[config.mk]
export PLATFORM = sky130hd
export DESIGN_NAME = pcd_frame_encoder
export DESIGN_NICKNAME = d
export VERILOG_FILES = /design/src/rtl/pcd_enc_pkg.sv /design/src/rtl/pcd_bit_clock.sv /design/src/rtl/pcd_miller_shaper.sv /design/src/rtl/pcd_symbol_seq.sv /design/src/rtl/pcd_frame_encoder.sv
export SDC_FILE = /design/constraint.sdc
export NUM_CORES = 1
export LEC_CHECK = 0
export BUFFER_PORTS_ARGS = -buffer_cell sky130_fd_sc_hd__buf_2
export CELL_PAD_IN_SITES_DETAIL_PLACEMENT = 0
export CELL_PAD_IN_SITES_GLOBAL_PLACEMENT = 1
export CORE_MARGIN = 2
export CORE_UTILIZATION = 44
export CTS_CLUSTER_DIAMETER = 150
export CTS_CLUSTER_SIZE = 40
export DETAILED_ROUTE_END_ITERATION = 8
export PLACE_DENSITY = 0.73
export SKIP_CTS_REPAIR_TIMING = 1
export SYNTH_ARGS = -nofsm -noshare
export SYNTH_HDL_FRONTEND = slang
export SYNTH_HIERARCHICAL = 1
export SYNTH_SLANG_ARGS = --single-unit
[constraint.sdc]
create_clock -name clk -period 3.1 [get_ports clk]
set_input_delay 0.62 -clock clk [delete_from_list [all_inputs] [get_ports clk]]
set_output_delay 0.62 -clock clk [all_outputs]
set_load 0.1 [all_outputs]
[src/rtl/pcd_enc_pkg.sv]
package pcd_enc_pkg;
  typedef enum logic [2:0] {
    SYM_START = 3'd0,
    SYM_DATA  = 3'd1,
    SYM_PAR   = 3'd2,
    SYM_TAIL  = 3'd3,
    SYM_GAP   = 3'd4
  } sym_kind_t;

  // rate code 3 is folded onto the fastest rate
  function automatic logic [1:0] rate_norm(input logic [1:0] code);
    return (code == 2'd3) ? 2'd2 : code;
  endfunction
endpackage

[src/rtl/pcd_bit_clock.sv]
module pcd_bit_clock #(
  parameter int LW = 8
) (
  input  logic          clk,
  input  logic          rst_n,
  input  logic          run,
  input  logic [LW-1:0] period_m1,
  output logic [LW-1:0] cnt,
  output logic          bit_end
);
  assign bit_end = run && (cnt == period_m1);

  always_ff @(posedge clk or negedge rst_n) begin
    if (!rst_n)       cnt <= '0;
    else if (!run)    cnt <= '0;
    else if (bit_end) cnt <= '0;
    else              cnt <= cnt + 1'b1;
  end

  AST_BIT_WRAP: assert property (@(posedge clk) disable iff (!rst_n)
    bit_end |=> (cnt == '0));
  AST_CNT_RANGE: assert property (@(posedge clk) disable iff (!rst_n)
    run |-> (cnt <= period_m1));
endmodule

[src/rtl/pcd_miller_shaper.sv]
module pcd_miller_shaper
  import pcd_enc_pkg::*;
#(
  parameter int LW = 8
) (
  input  logic          clk,
  input  logic          rst_n,
  input  logic          active,
  input  sym_kind_t     kind,
  input  logic          val,
  input  logic          lead_zero,
  input  logic [LW-1:0] cnt,
  input  logic [LW-1:0] half,
  input  logic [LW-1:0] pause_len,
  output logic          pause
);
  logic [LW:0] mid_end;
  logic        early, late;

  assign mid_end = {1'b0, half} + {1'b0, pause_len};
  assign early   = !val && lead_zero && (cnt < pause_len);
  assign late    = val && (cnt >= half) && ({1'b0, cnt} < mid_end);
  assign pause   = active && (kind != SYM_GAP) && (early || late);

  // width tracker for the pause-length check
  logic [LW-1:0] run_len;
  always_ff @(posedge clk or negedge rst_n) begin
    if (!rst_n)     run_len <= '0;
    else if (pause) run_len <= run_len + 1'b1;
    else            run_len <= '0;
  end

  AST_PAUSE_WIDTH: assert property (@(posedge clk) disable iff (!rst_n)
    $fell(pause) |-> (run_len == pause_len));
  AST_GAP_QUIET: assert property (@(posedge clk) disable iff (!rst_n)
    (active && kind == SYM_GAP) |=> !$rose(pause) || kind == SYM_START);
endmodule

[src/rtl/pcd_symbol_seq.sv]
module pcd_symbol_seq
  import pcd_enc_pkg::*;
#(
  parameter int BIT_106   = 128,
  parameter int PAUSE_106 = 40,
  parameter int LW        = 8
) (
  input  logic          clk,
  input  logic          rst_n,
  input  logic          in_valid,
  output logic          in_ready,
  input  logic [7:0]    in_data,
  input  logic          in_last,
  input  logic [2:0]    in_last_bits,
  input  logic [1:0]    rate_sel,
  input  logic          par_off,
  input  logic          bit_end,
  output logic          run,
  output sym_kind_t     kind,
  output logic          val,
  output logic          lead_zero,
  output logic [LW-1:0] period_m1,
  output logic [LW-1:0] half,
  output logic [LW-1:0] pause_len,
  output logic          done
);
  localparam logic [LW-1:0] BitLen   = LW'(BIT_106);
  localparam logic [LW-1:0] PauseLen = LW'(PAUSE_106);

  logic        run_q, paroff_q, first_q, prev_zero, acc;
  logic [1:0]  rate_q;
  sym_kind_t   kind_q;
  logic        val_q;
  logic [7:0]  hold_data, sh, cur_byte;
  logic [3:0]  hold_nb, bits_rem;
  logic        hold_full, hold_last, last_seen, cur_last, cur_par;

  // next-symbol decision
  sym_kind_t   nk;
  logic        nv, take, finish, shift_step, need_byte, accept;
  logic [3:0]  nb_in;

  always_comb begin
    nk         = kind_q;
    nv         = val_q;
    take       = 1'b0;
    finish     = 1'b0;
    shift_step = 1'b0;
    need_byte  = 1'b0;
    case (kind_q)
      SYM_START: need_byte = 1'b1;
      SYM_DATA: begin
        if (bits_rem > 4'd1) begin
          nk = SYM_DATA; nv = sh[1]; shift_step = 1'b1;
        end else if (cur_par) begin
          nk = SYM_PAR; nv = ~^cur_byte;
        end else begin
          need_byte = 1'b1;
        end
      end
      SYM_PAR:  need_byte = 1'b1;
      SYM_TAIL: begin nk = SYM_GAP; nv = 1'b0; end
      default:  finish = 1'b1;
    endcase
    if (need_byte) begin
      if (hold_full && !cur_last) begin
        take = 1'b1; nk = SYM_DATA; nv = hold_data[0];
      end else if (rate_q == 2'd0) begin
        nk = SYM_TAIL; nv = 1'b0;
      end else if (!paroff_q) begin
        nk = SYM_TAIL; nv = acc;
      end else begin
        nk = SYM_GAP; nv = 1'b0;
      end
    end
  end

  assign nb_in    = (in_last && in_last_bits != 3'd0) ? {1'b0, in_last_bits} : 4'd8;
  assign in_ready = !hold_full && !last_seen &&
                    !(run_q && (kind_q == SYM_TAIL || kind_q == SYM_GAP)) &&
                    !(bit_end && need_byte);
  assign accept   = in_valid && in_ready;

  always_ff @(posedge clk or negedge rst_n) begin
    if (!rst_n) begin
      run_q <= 1'b0; paroff_q <= 1'b0; first_q <= 1'b0; prev_zero <= 1'b0;
      acc <= 1'b0; rate_q <= 2'd0; kind_q <= SYM_GAP; val_q <= 1'b0;
      hold_data <= '0; sh <= '0; cur_byte <= '0; hold_nb <= '0; bits_rem <= '0;
      hold_full <= 1'b0; hold_last <= 1'b0; last_seen <= 1'b0;
      cur_last <= 1'b0; cur_par <= 1'b0;
    end else begin
      if (accept) begin
        hold_data <= in_data;
        hold_last <= in_last;
        hold_nb   <= nb_in;
        hold_full <= 1'b1;
        if (in_last) last_seen <= 1'b1;
        if (!run_q) begin
          run_q     <= 1'b1;
          kind_q    <= SYM_START;
          val_q     <= 1'b0;
          first_q   <= 1'b1;
          prev_zero <= 1'b0;
          rate_q    <= rate_norm(rate_sel);
          paroff_q  <= par_off;
          acc       <= 1'b0;
          cur_last  <= 1'b0;
        end
      end
      if (bit_end) begin
        kind_q    <= nk;
        val_q     <= nv;
        first_q   <= 1'b0;
        prev_zero <= ~val_q;
        if (nk == SYM_DATA || nk == SYM_PAR) acc <= acc ^ nv;
        if (shift_step) begin
          sh       <= sh >> 1;
          bits_rem <= bits_rem - 4'd1;
        end
        if (take) begin
          sh        <= hold_data;
          cur_byte  <= hold_data;
          bits_rem  <= hold_nb;
          cur_last  <= hold_last;
          cur_par   <= (hold_nb == 4'd8) && !paroff_q;
          hold_full <= 1'b0;
        end
        if (finish) begin
          run_q     <= 1'b0;
          last_seen <= 1'b0;
        end
      end
    end
  end

  assign run       = run_q;
  assign kind      = kind_q;
  assign val       = val_q;
  assign lead_zero = first_q || prev_zero;
  assign period_m1 = (BitLen >> rate_q) - 1'b1;
  assign half      = BitLen >> (rate_q + 2'd1);
  assign pause_len = PauseLen >> rate_q;
  assign done      = run_q && (kind_q == SYM_GAP) && bit_end;

  AST_READY_AFTER_LAST: assert property (@(posedge clk) disable iff (!rst_n)
    (accept && in_last) |=> !in_ready);
  AST_CFG_STABLE: assert property (@(posedge clk) disable iff (!rst_n)
    (run_q && $past(run_q)) |-> ($stable(rate_q) && $stable(paroff_q)));
  AST_FRAME_OPENS: assert property (@(posedge clk) disable iff (!rst_n)
    $rose(run_q) |-> (kind_q == SYM_START && first_q && !val_q));
  AST_TAIL_TO_GAP: assert property (@(posedge clk) disable iff (!rst_n)
    (run_q && kind_q == SYM_TAIL && bit_end) |=> (kind_q == SYM_GAP));
  AST_DONE_CLOSES: assert property (@(posedge clk) disable iff (!rst_n)
    done |=> !run_q);
endmodule

[src/rtl/pcd_frame_encoder.sv]
module pcd_frame_encoder
  import pcd_enc_pkg::*;
#(
  parameter int BIT_106   = 128,
  parameter int PAUSE_106 = 40
) (
  input  logic       clk,
  input  logic       rst_n,
  input  logic       s_valid,
  output logic       s_ready,
  input  logic [7:0] s_data,
  input  logic       s_last,
  input  logic [2:0] s_last_bits,
  input  logic [1:0] rate_sel,
  input  logic       parity_off,
  output logic       ask_pause,
  output logic       busy,
  output logic       tx_done
);
  localparam int LW = $clog2(BIT_106) + 1;

  logic          run, val, lead_zero, bit_end;
  sym_kind_t     kind;
  logic [LW-1:0] cnt, period_m1, half, pause_len;

  pcd_symbol_seq #(.BIT_106(BIT_106), .PAUSE_106(PAUSE_106), .LW(LW)) u_seq (
    .clk(clk), .rst_n(rst_n),
    .in_valid(s_valid), .in_ready(s_ready), .in_data(s_data),
    .in_last(s_last), .in_last_bits(s_last_bits),
    .rate_sel(rate_sel), .par_off(parity_off),
    .bit_end(bit_end), .run(run), .kind(kind), .val(val), .lead_zero(lead_zero),
    .period_m1(period_m1), .half(half), .pause_len(pause_len), .done(tx_done)
  );

  pcd_bit_clock #(.LW(LW)) u_clk (
    .clk(clk), .rst_n(rst_n), .run(run), .period_m1(period_m1),
    .cnt(cnt), .bit_end(bit_end)
  );

  pcd_miller_shaper #(.LW(LW)) u_shape (
    .clk(clk), .rst_n(rst_n), .active(run), .kind(kind), .val(val),
    .lead_zero(lead_zero), .cnt(cnt), .half(half), .pause_len(pause_len),
    .pause(ask_pause)
  );

  assign busy = run;

  AST_QUIET_IDLE: assert property (@(posedge clk) disable iff (!rst_n)
    !busy |-> (!ask_pause && !tx_done));
endmodule

After elaboration in Yosys (flattened, before gate mapping). Index checks and enable logic that the tools add are counted.

Mux-type cells: 57. Reductions and logical operators: 41. $mul: 0. Divide/modulo/power cells: 0. Equal/unequal tests: 11. Magnitude comparators: 4. Bitwise operators: 3. Add/sub/neg operators: 5. Shifts and indexed selects: 3.

Operators by type and width (count): $mux 1 (37); $mux 8 (4); $mux 3 (9); $logic_and 1x1->1 (18); $shr 8x2->8 const A (2); $mux 4 (3); $add 8x8->9 (1); $eq 3x2->1 const B (3); $lt 8x9->1 (1); $add 8x1->8 const B (1); $eq 8x8->1 (1); $ge 8x8->1 (1); $lt 8x8->1 (1); $reduce_and 2->1 (4); $reduce_xnor 8->1 (1); $shr 6x2->8 const A (1); $sub 8x1->8 const B (1); $logic_not 1->1 (7); $eq 3x1->1 const B (2); $pmux 3 s2 (1); $eq 4x4->1 const B (1); $gt 4x1->1 const B (1); $logic_or 1x1->1 (4); $pmux 1 s2 (2); other kinds (15) (17).

Register bits: 56. Logic and storage cells: 143. Memories kept: 0. Input port bits: 18. Bits in latches: 0. Bits in read-only memories: 0. Output and inout port bits: 4. RAM bits: 0.

Logic depth before layout (Yosys ltp).
Word-level depth: 11. Mapped depth: 17. Mapped depth without buffers: 16.

Modules after synthesis. The synthesis kept the hierarchy.

By module, submodules not included: pcd_symbol_seq (cells an instance 249, area an instance 2570.0 µm², instances 1); pcd_miller_shaper (cells an instance 108, area an instance 878.3 µm², instances 1); pcd_bit_clock (cells an instance 47, area an instance 491.7 µm², instances 1).

Least setup slack after synthesis. Ideal clock, no wire load.

Path type: register to output. Start: reg u_seq.rate_q[0]. End: out tx_done. Data arrival time: 4.763 ns. Stages on the path, launching flop included: 9. Setup slack: -2.283 ns. Data required time: 2.480 ns. Buffers on the path: 2. Path through: dfrtp_1 > nor2_1 > buf_4 > xor2_2 > nor4_2 > and3_1 > buf_6 > nand2_1 > nor4_1.

Longest elaborated chain between the ends: 5.

Ends and longest elaborated chain: start: declaration (line pcd_symbol_seq.sv:31) `logic [1:0] rate_q;`; start signal: assignment (line pcd_symbol_seq.sv:104) `rate_q <= rate_norm(rate_sel);`; $shr 8x2->8 (line pcd_symbol_seq.sv:140) `assign period_m1 = (BitLen >> rate_q) - 1'b1;`; $sub 8x1->8 (line pcd_symbol_seq.sv:140); via period_m1[6] (line pcd_frame_encoder.sv:24) `logic [LW-1:0] cnt, period_m1, half, pause_len;`; $eq 8x8->1 (line pcd_bit_clock.sv:11) `assign bit_end = run && (cnt == period_m1);`; $logic_and 1x1->1 (line pcd_bit_clock.sv:11); via bit_end (line pcd_frame_encoder.sv:22) `logic run, val, lead_zero, bit_end;`; $logic_and 1x1->1 (line pcd_symbol_seq.sv:143) `assign done = run_q && (kind_q == SYM_GAP) && bit_end;`; end: declaration (line pcd_frame_encoder.sv:18) `output logic tx_done`.

The timed path passes the listed nets, and every way through them passes these cells.

Worst setup path in the final report.
Start: reg u_seq.rate_q[1]. End: out ask_pause.

Longest elaborated chain between the ends: 7.

Ends and longest elaborated chain: $add 2x1->2 (*) (line pcd_symbol_seq.sv:141) `assign half = BitLen >> (rate_q + 2'd1);`; $shr 8x2->8 (*) (line pcd_symbol_seq.sv:141); via half[6] (line pcd_frame_encoder.sv:24); $add 8x8->9 or $ge 8x8->1 (tied branches) (line pcd_miller_shaper.sv:20, pcd_miller_shaper.sv:22); $lt 8x9->1 or $logic_and 1x1->1 (tied branches) (line pcd_miller_shaper.sv:22) `assign late = val && (cnt >= half) && ({1'b0, cnt} < mid_end);`; $logic_and 1x1->1 (*) (line pcd_miller_shaper.sv:22); $logic_or 1x1->1 (*) (line pcd_miller_shaper.sv:23) `assign pause = active && (kind != SYM_GAP) && (early || late);`; $logic_and 1x1->1 (*) (line pcd_miller_shaper.sv:23); end: declaration (line pcd_frame_encoder.sv:16) `output logic ask_pause,`.

Mark *: on every way through the listed nets, which the timed path passes. The rest lies on a longest branch.

==> results.md <==
* Outcome: finished, violations left
* Violated checks: negative setup slack
* Critical Path AT at 2.79 ns
* Post-layout min period at 3.41 ns
* Synthesized flop and latch total at 55
* Final instance area at 0.00447 mm²
* Met3 Use GR at 2.98%
* Post-synth EDFFs at 0
* Worst-margin pin slew at 0.935 ns
* Total chip power at 3.25 mW
* Setup WS pre-CTS at -0.139 ns
* RSZ-0062 raised after global routing: yes
* Max-slew violations at 0
* Largest cells by area after synthesis: dfrtp_1 (34%), ha_1 (10%), o21ai_0 (3.7%)
* Max Freq at 293 MHz
* Max IR drop VDD at approximately 0.67 mV
* Met1 GRT Util at 23.2%
* Post-route clock period utilization at 110%
* CP Data Required Time at 2.48 ns
* R2R depth at 13
* Num CTS Buffers at 5
* Commonest cells post-synth: dfrtp_1 (54), ha_1 (33), inv_1 (32)
* Top-count cell post-synth: dfrtp_1
* Crit path max fanout at 5
* IO Port Bufs at 21
* Die area at between 0.009 and 0.01 mm²
* Critical path class: flop to primary output
* RR Endpoint: u_seq/acc
* Post-layout util at 51.3%
* CTS clk-pin slew, worst paths at 0.11 ns
* Die width at 98.6 µm
* Slowest CP cell: dfrtp_2
* I/O pin total at 22
* Final layout net count at 490
* Antenna Cells at 0
* CP Capture Type: primary output
* DRC at 0
* CP most frequent cell: nor2_1
* FF-to-FF setup slack at 0.25 ns
* Max-cap violations at 0
* Clock Sinks at 55
* Crit path cell chain: nor2_4 -> buf_6 -> ha_4 -> nor2_1 -> nor2_1 -> o41ai_2 -> xor2_1 -> ha_2 -> a211o_1 -> a31oi_1 -> o21ai_1 -> o2111ai_2 -> a32o_4 -> buf_12
* Syn avg cell area at 9.75 µm²
* Die Ht at between 90 and 100 µm
* Count of final hold-check violations at 0
* Routed vias/inst at between 5 and 6
* Syn. warnings at 6
* P per Cell Area at 727 mW/mm²
* DR WL/cell at ~16 µm
* Post-DRT Antenna Nets at 0
* Sequential-to-total area share from yosys stat at 35.0%
* Hpwl dp at 6370 µm
* Met2 Use GR at 32.5%
* Number of global-route vias before repair at between 3000 and 4000
* Core area at 0.00872 mm²
* Clock Latency Late Sink at 0.32 ns
* Share of cells above drive strength 1 at a little over a quarter
* Final worst setup slack at -0.313 ns
* Setup crit end: ask_pause
* Hold/Removal Path Class: primary input to async pin
* GRT Residual Overflow at 0
* CTS tree: done
* Leak at approximately 2.1 nW
* Endpoints failing setup at 1
* Placed inst area at approximately 0.0043 mm²
* Final Wtd Congestion at 0.891
* Post-synth ARST share at 100%
* Setup_tns at -0.313 ns
* Pin count of the biggest net entering global routing at 42
* Crit Reg-Reg Startpoint: u_seq/rate_q[0]
* Clock Tree Root: clkbuf_8
* Max Root-Sink Buffers at 2
* Mapped Cells at 404
* Rel. slew slack at 37.7%
* Crit-path max cell delay at 0.48 ns
* CP Launch Type: flop
* Rows at 34
* Initial core utilization at 45.2%
* Top-area cell type share of the netlist area at about a third
* Busiest grt layer: met2
* Total GRT Usage at 18.5%
* Initial antenna violation count at 0
* Via count at roughly 3000
* Final WL at 8630 µm
* H-tree levels at 2
* Worst Setup SP: u_seq/rate_q[1]
* Initial DRT Pass Iterations at 5
* Mapped Area at around 0.0039 mm²
* Main synth FF type: dfrtp_1
* Initial drt markers at 66
* Layout overhead on the synthesized area at 13.6%
* Synth area leader: dfrtp_1
* Final Skew at 0.0106 ns
* First-pass GRT wire length at around 15000 µm
* Post-synth cell types at 70
==> area by class of cell <==
cell class,count,area (µm²)
Clock buffer,5,68.8
Clock inverter,3,23.8
Inverter,34,128
Timing Repair Buffer,49,352
Sequential cell,55,1380
Tap cell,108,135
Fill cell,807,4250
Multi-Input combinational cell,293,2390
==> how the worst min path moves through the flow <==
stage / from / end / slack [ns] / cells past startpoint
4_1_cts: rst_n / u_clk/cnt[0] / 0.48 / 1
3_3_place_gp: u_seq/acc / u_seq/acc / 0.46 / 1
6_report: rst_n / u_clk/cnt[6] / 0.43 / 1
5_1_grt: u_seq/hold_last / u_seq/hold_last / 0.51 / 1
3_5_place_dp: u_seq/hold_last / u_seq/hold_last / 0.47 / 1
2_1_floorplan: rst_n / u_clk/cnt[0] / 0.32 / 0
==> power by group <==
part           switching (mW)  internal [mW]
Combinational           0.819          0.761
Sequential              0.308          0.943
Clock                   0.258          0.164
Total                    1.39           1.87
==> logic make-up after synthesis <==
logic type | synth area share [%]
simple gates | 13.8
flops | 35.0
mux | 7.59
buf+inv | 8.99
compound gates | 18.2
fa+ha+maj | 11.0
other cells | 0.191
xor+xnor | 5.30
==> placed cells by master (no fill, tap or decap), types with 14 or more instances in the layout <==
cell type,count
dfrtp_1,52
inv_1,30
ha_1,28
buf_4,27
o21ai_0,27
nand2_1,26
buf_2,18
nor2_1,18
xor2_1,15
a21oi_1,14
==> layer usage <==
layer	vias to the layer above	part of all wire (%)
met1	1464	44
met2	39	51
met3	8	3.6
li1	1479	-
met4	0	1.5
met5	-	0
==> worst max-delay path: cells and delay by family, from the launching register on <==
family | cells | cell delay (ns)
AO/OA/AOI/OAI | 6 | 0.88
flip-flops | 1 | 0.48
adder cells (fa/ha/maj) | 2 | 0.35
AND/OR/NAND/NOR | 3 | 0.34
buffers and inverters | 2 | 0.30
XOR/XNOR | 1 | 0.15
==> flip-flops by register name (all words and copies together), names as in the netlist, 2 cells and up <==
register,flops
u_seq/sh,7
u_seq/kind,3
u_clk/cnt,8
u_seq/cur_byte,8
u_seq/hold_nb,4
u_seq/hold_data,8
u_seq/bits_rem,4
u_seq/rate_q,2
==> metrics by stage <==
stage,hold WS (ns),std cells
final,0.429,547
after global routing,0.512,547
after CTS,0.477,542
after detailed placement,0.467,534
after global placement,0.460,534
after floorplan,0.324,413
No activity file was read; power rests on OpenSTA's default activity.
